[config.mk]
export PLATFORM = sky130hd
export DESIGN_NAME = shadow_router
export DESIGN_NICKNAME = d
export VERILOG_FILES = /design/src/rtl/shadow_pkg.sv /design/src/rtl/shadow_decode.sv /design/src/rtl/shadow_policy.sv /design/src/rtl/shadow_router.sv
export SDC_FILE = /design/constraint.sdc
export NUM_CORES = 1
export LEC_CHECK = 0
export BUFFER_PORTS_ARGS = -buffer_cell sky130_fd_sc_hd__buf_2
export CAP_MARGIN = 20
export CELL_PAD_IN_SITES_DETAIL_PLACEMENT = 1
export CELL_PAD_IN_SITES_GLOBAL_PLACEMENT = 2
export CORE_AREA = 2 2 53 55
export CTS_CLUSTER_DIAMETER = 50
export DETAILED_ROUTE_END_ITERATION = 6
export DIE_AREA = 0 0 55 57
export PLACE_DENSITY_LB_ADDON = 0.25
export SLEW_MARGIN = 20
export SYNTH_ARGS = -nofsm -noshare
export SYNTH_HDL_FRONTEND = slang
export SYNTH_HIERARCHICAL = 1
export SYNTH_SLANG_ARGS = --single-unit
export TNS_END_PERCENT = 10
[constraint.sdc]
create_clock -name clk -period 2.13 [get_ports clk]
set_input_delay 0.213 -clock clk [delete_from_list [all_inputs] [get_ports clk]]
set_output_delay 0.213 -clock clk [all_outputs]
set_load 0.01 [all_outputs]
[src/rtl/shadow_pkg.sv]
// Package: shared types for the upper-memory shadow router.
// Assumes a 2-bit area field and a 2-bit slice field inside a 256KB window.
package shadow_pkg;

    // Target chosen for one cycle; TGT_INHIBIT means the write is dropped.
    typedef enum logic [1:0] {
        TGT_DRAM    = 2'd0,
        TGT_ROM     = 2'd1,
        TGT_BUS     = 2'd2,
        TGT_INHIBIT = 2'd3
    } route_t;

    // 64KB area selected by the address inside the window.
    typedef enum logic [1:0] {
        AREA_C = 2'd0,
        AREA_D = 2'd1,
        AREA_E = 2'd2,
        AREA_F = 2'd3
    } area_t;

endpackage

[src/rtl/shadow_decode.sv]
// Module: shadow_decode
// Splits a cycle address into window hit, 64KB area and 16KB slice.
// Assumes the window is the top quarter of the address space, split into
// four areas of four slices each.
module shadow_decode
    import shadow_pkg::*;
#(
    parameter int ADDR_W  = 20,
    parameter int SLICE_W = 2
) (
    input  logic [ADDR_W-1:0]  addr,
    output logic               in_window,
    output area_t              area,
    output logic [SLICE_W-1:0] slice
);
    localparam int TOP   = ADDR_W - 1;
    localparam int AREA_HI = ADDR_W - 3;
    localparam int SLICE_HI = ADDR_W - 5;

    // Field extraction from the upper address bits.
    always_comb begin
        in_window = &addr[TOP -: 2];
        area      = area_t'(addr[AREA_HI -: 2]);
        slice     = addr[SLICE_HI -: SLICE_W];
    end
endmodule

[src/rtl/shadow_policy.sv]
// Module: shadow_policy
// Combinational routing rules: maps area, slice, direction and the shadow
// controls to a single target. Assumes controls are static during a cycle.
module shadow_policy
    import shadow_pkg::*;
#(
    parameter int SLICES  = 4,
    localparam int SLICE_W = $clog2(SLICES)
) (
    input  logic               in_window,
    input  area_t              area,
    input  logic [SLICE_W-1:0] slice,
    input  logic               is_write,
    input  logic [SLICES-1:0]  c_slice_en,
    input  logic               c_wprot,
    input  logic               c_copy,
    input  logic               d_area_on,
    input  logic [SLICES-1:0]  d_slice_en,
    input  logic               d_wprot,
    input  logic               e_area_on,
    input  logic [SLICES-1:0]  e_slice_en,
    input  logic               e_wprot,
    input  logic               bios_from_rom,
    output route_t             route
);
    logic c_hit, d_hit, e_hit;

    // Per-slice shadow state of each area, gated by its 64KB enable.
    always_comb begin
        c_hit = c_slice_en[slice];
        d_hit = d_area_on & d_slice_en[slice];
        e_hit = e_area_on & e_slice_en[slice];
    end

    // Shadowed slice with a protect bit: read from DRAM, write to DRAM or drop.
    function automatic route_t shadow_rw(input logic wr, input logic wp);
        if (wr && wp) return TGT_INHIBIT;
        return TGT_DRAM;
    endfunction

    // Target selection; unclaimed cycles fall through to the bus.
    always_comb begin
        route = TGT_BUS;
        if (in_window) begin
            unique case (area)
                AREA_C: begin
                    if (c_hit) begin
                        if (is_write)    route = shadow_rw(1'b1, c_wprot);
                        else if (c_copy) route = TGT_BUS;
                        else             route = TGT_DRAM;
                    end
                end
                AREA_D: begin
                    if (d_hit) route = shadow_rw(is_write, d_wprot);
                end
                AREA_E: begin
                    if (!e_area_on) route = TGT_ROM;
                    else if (e_hit) route = shadow_rw(is_write, e_wprot);
                end
                AREA_F: begin
                    if (bios_from_rom) route = is_write ? TGT_DRAM : TGT_ROM;
                    else               route = is_write ? TGT_INHIBIT : TGT_DRAM;
                end
                default: route = TGT_BUS;
            endcase
        end
    end
endmodule

[src/rtl/shadow_router.sv]
// Module: shadow_router (top)
// Routes each upper-memory cycle to DRAM, ROM or the expansion bus, or
// suppresses a protected write. Results are registered: one strobe (or the
// inhibit flag) for one clock after each valid cycle.
// Assumes the control inputs change only between cycles.
module shadow_router
    import shadow_pkg::*;
#(
    parameter int ADDR_W = 20,
    parameter int SLICES = 4
) (
    input  logic              clk,
    input  logic              rst_n,
    input  logic              cyc_valid,
    input  logic              cyc_write,
    input  logic [ADDR_W-1:0] cyc_addr,
    input  logic [SLICES-1:0] c_slice_en,
    input  logic              c_wprot,
    input  logic              c_copy,
    input  logic              d_area_on,
    input  logic [SLICES-1:0] d_slice_en,
    input  logic              d_wprot,
    input  logic              e_area_on,
    input  logic [SLICES-1:0] e_slice_en,
    input  logic              e_wprot,
    input  logic              bios_from_rom,
    output logic              sel_dram,
    output logic              sel_rom,
    output logic              sel_bus,
    output logic              wr_inhibit
);
    localparam int SLICE_W = $clog2(SLICES);
    localparam int N_OUT   = 4;

    logic               in_window;
    area_t              area;
    logic [SLICE_W-1:0] slice;
    route_t             route;
    logic [N_OUT-1:0]   onehot_d, onehot_q;

    shadow_decode #(.ADDR_W(ADDR_W), .SLICE_W(SLICE_W)) u_decode (
        .addr      (cyc_addr),
        .in_window (in_window),
        .area      (area),
        .slice     (slice)
    );

    shadow_policy #(.SLICES(SLICES)) u_policy (
        .in_window     (in_window),
        .area          (area),
        .slice         (slice),
        .is_write      (cyc_write),
        .c_slice_en    (c_slice_en),
        .c_wprot       (c_wprot),
        .c_copy        (c_copy),
        .d_area_on     (d_area_on),
        .d_slice_en    (d_slice_en),
        .d_wprot       (d_wprot),
        .e_area_on     (e_area_on),
        .e_slice_en    (e_slice_en),
        .e_wprot       (e_wprot),
        .bios_from_rom (bios_from_rom),
        .route         (route)
    );

    // Expand the route code into one output line per target.
    generate
        for (genvar i = 0; i < N_OUT; i++) begin : g_expand
            assign onehot_d[i] = cyc_valid && (route == route_t'(i));
        end
    endgenerate

    // Output register with synchronous active-low reset.
    always_ff @(posedge clk) begin
        if (!rst_n) onehot_q <= '0;
        else        onehot_q <= onehot_d;
    end

    assign sel_dram   = onehot_q[TGT_DRAM];
    assign sel_rom    = onehot_q[TGT_ROM];
    assign sel_bus    = onehot_q[TGT_BUS];
    assign wr_inhibit = onehot_q[TGT_INHIBIT];

    AST_AT_MOST_ONE: assert property (@(posedge clk) disable iff (!rst_n)
        $countones({sel_dram, sel_rom, sel_bus, wr_inhibit}) <= 1);
    AST_VALID_GIVES_RESULT: assert property (@(posedge clk) disable iff (!rst_n)
        cyc_valid |=> (sel_dram || sel_rom || sel_bus || wr_inhibit));
    AST_IDLE_QUIET: assert property (@(posedge clk) disable iff (!rst_n)
        !cyc_valid |=> !(sel_dram || sel_rom || sel_bus || wr_inhibit));
    AST_INHIBIT_ONLY_WRITE: assert property (@(posedge clk) disable iff (!rst_n)
        (cyc_valid && !cyc_write) |=> !wr_inhibit);
    AST_OUTSIDE_TO_BUS: assert property (@(posedge clk) disable iff (!rst_n)
        (cyc_valid && !(&cyc_addr[ADDR_W-1 -: 2])) |=> sel_bus);
    AST_F_WRITE_NO_ROM: assert property (@(posedge clk) disable iff (!rst_n)
        (cyc_valid && cyc_write && (&cyc_addr[ADDR_W-1 -: 4])) |=> !sel_rom);
    AST_E_OFF_ROM: assert property (@(posedge clk) disable iff (!rst_n)
        (cyc_valid && !e_area_on && (cyc_addr[ADDR_W-1 -: 4] == 4'b1110)) |=> sel_rom);
endmodule

==> out/qor.csv <==
stage,metric,value,unit
run_status,result_of_the_run,completed,
routing,drt-total-wl,1.06,mm
global_routing,antenna_found_initial,0,
setup_path,cp-end-kind,flop,
clock_tree,cts_resized,0,
floorplanning,fp-row-count,19,
timing,number_of_endpoints_with_negative_hold_slack_in_the_final_report,0,
setup_path,setup.worst_path.start,cyc_write,
global_routing,grt_use_total,7.73,%
timing,drv_slew,0,
setup_path,worstPathMaxFanout,7,
pwr,vdd.ir_drop.worst,0.179,mV
clock_tree,cts.hold.buffers_added,0,
routing,drt_drc_violations_left,0,
final_layout,register_with_the_highest_flop_count,onehot_q,
logic_synthesis,synth_area,372,um^2
place,io_buffers,32,
logic_synthesis,yosys_warnings,6,
logic_synthesis,distinct_cell_type_count_of_the_synthesized_netlist,23,
routing,antenna_violating_nets_post_route,0,
final_layout,area_growth_syn_to_layout,51.5,%
final_layout,post_route_cells_drive_above_1_share,60.3,%
routing,route.vias.total,440,
final_layout,biggest_regs,onehot_q (4),
global_routing,grt_pass1_wl,1.75,mm
clock_tree,cts_inserted_buffers,3,
timing,final.setup.tns,0,ns
pwr,total_leakage_power,0.000274,uW
routing,met2_wirelength,552,um
timing,max-slew-margin-rel,71.2,%
final_layout,final.fill_count,327,
place,place_congestion,0.578,
floorplanning,die_x,55,um
logic_synthesis,syn_nets,81,
setup_path,arrival_time_worst_endpoint,1.64,ns
clock_tree,clock_sinks,4,
setup_path,crit_path_category,primary input to flop,
final_layout,n_antenna_cell,0,
routing,wl_met3,142,um
timing,period_minus_slack,1.52,ns
timing,setup-violations-final,0,
setup_path,cp-start-kind,primary input,
timing,timing.final.crit_share,71.5,%
job,drv_cap,0,
clock_tree,cts-root-buf,clkbuf_4,
setup_path,worst_ep_required_time,2.25,ns
floorplanning,fp.coreArea,2620,um^2
routing,drt_iter0_drc,4,
worst_hold_path,worst_hold_path_type,primary input to flop,
routing,met1_length,353,um
pwr,powerDensity,419,nW/um^2
logic_synthesis,synth_cells,37,
final_layout,seq_area,80.1,um^2
routing,detail_route.wl_per_cell,10.7,um
clock_tree,cts_buffer_depth,2,
global_routing,global_route.overflow_total,0,
logic_synthesis,syn_avg_cell_area,10.0,um^2
final_layout,largest_register_ffs,4,
clock_tree,tritoncts_clock_tree,done,
timing,worst_pin_slew,0.429,ns
floorplanning,floorplan.initialDensity,14.2,%
timing,max_clock_freq,0.657,GHz
clock_tree,postCtsSetupBuffers,0,
worst_hold_path,timing.hold.worst.start,cyc_valid,
floorplanning,dieHeight,57,um
logic_synthesis,ys_seq_area_share,21.5,%
routing,post_drt_via_cell_ratio,4.44,
final_layout,finish.net_count,114,
routing,dr.max_layer_used,met4,
clock_tree,h-tree-depth,1,
global_routing,grt_max_degree,8,
timing,unrepaired_setup_endpoints_after_global_routing,no,
final_layout,mostFrequentLayoutCells,"32 x buf_2, 4 x dfxtp_1, 3 x clkbuf_4, 3 x inv_1",
global_routing,first_global_vias,479,
floorplanning,die_area,3140,um^2
logic_synthesis,ys_seq_elements,4,
clock_tree,clk_pin_slew_worst_paths,0.03,ns
final_layout,mostFrequentLayoutCell,buf_2,
floorplanning,design.portCount,47,
routing,firstDrtPassIters,2,
final_layout,area_occupied_by_multi_input_gates,250,um^2
pwr,fin_total_pwr,236,uW
-- kinds of logic after synthesis --
kind of cell	synth area share (%)
AO/OA/AOI/OAI	16.5
adder cells (fa/ha/maj)	3.37
buffers and inverters	11.1
flip-flops	21.5
multiplexers	21.9
AND/OR/NAND/NOR	25.6
-- power by group --
| group | total, uW | switching (uW) | internal, uW |
|---|---|---|---|
| logic | 67.4 | 28.4 | 39.0 |
| clock network | 90.7 | 27.9 | 62.8 |
| registers | 77.8 | 0.377 | 77.4 |
| total | 236 | 56.6 | 179 |
-- worst max-delay path, stage by stage --
cell,delay (ns)
buf_2,0.14
ha_1,0.28
nor2b_1,0.15
o2111ai_1,0.13
a311oi_1,0.45
and4b_2,0.28
-- cell usage after synthesis --
library cell  number  share of area [%]
buf_4              4                8.1
dfxtp_1            4                 22
inv_1              3                3.0
a311oi_1           2                4.7
and4b_2            2                6.1
mux4_2             2                 12
nand2_1            2                2.0
nand4_1            2                3.4
nor2b_1            2                3.4
a21boi_0           1                2.0
a21oi_1            1                1.3
a41oi_1            1                2.4
and2_1             1                1.7
and4_2             1                2.7
and4bb_2           1                3.4
ha_1               1                3.4
mux2i_1            1                2.7
mux4_1             1                7.1
nand3b_1           1                2.0
nor2_1             1                1.0
o2111ai_1          1                2.4
o21ai_0            1                1.3
o31a_1             1                2.4
-- area by class of cell --
type / instances / area share (%)
inverter: 3 / 2.00
clock buffer: 3 / 4.00
sequential: 4 / 14.2
tap: 31 / 6.89
timing repair buffer: 32 / 28.4
multi-input combinational: 26 / 44.4
-- stage by stage --
stage	setup WS (ns)	utilization (%)	hold slack (ns)	instance area (um^2)	instances
after floorplan	0.595	-	0.427	372	37
after global placement	0.382	20.7	0.555	541	96
after detailed placement	0.369	20.7	0.557	541	96
after CTS	0.605	21.5	0.314	563	99
after global routing	0.480	21.5	0.314	563	99
final	0.608	21.5	0.318	563	99
-- final timing paths --
kind	endpoint	cells past startpoint
worst max-delay path	onehot_q[2]	6
worst min-delay path	onehot_q[1]	2
-- per-layer routing --
metal	GRT usage, %	vias up
met5	0	-
met4	5.23	0
met3	2.88	2
met2	13.4	27
met1	7.13	203
li1	-	208
(Power assumes the default switching activity.)
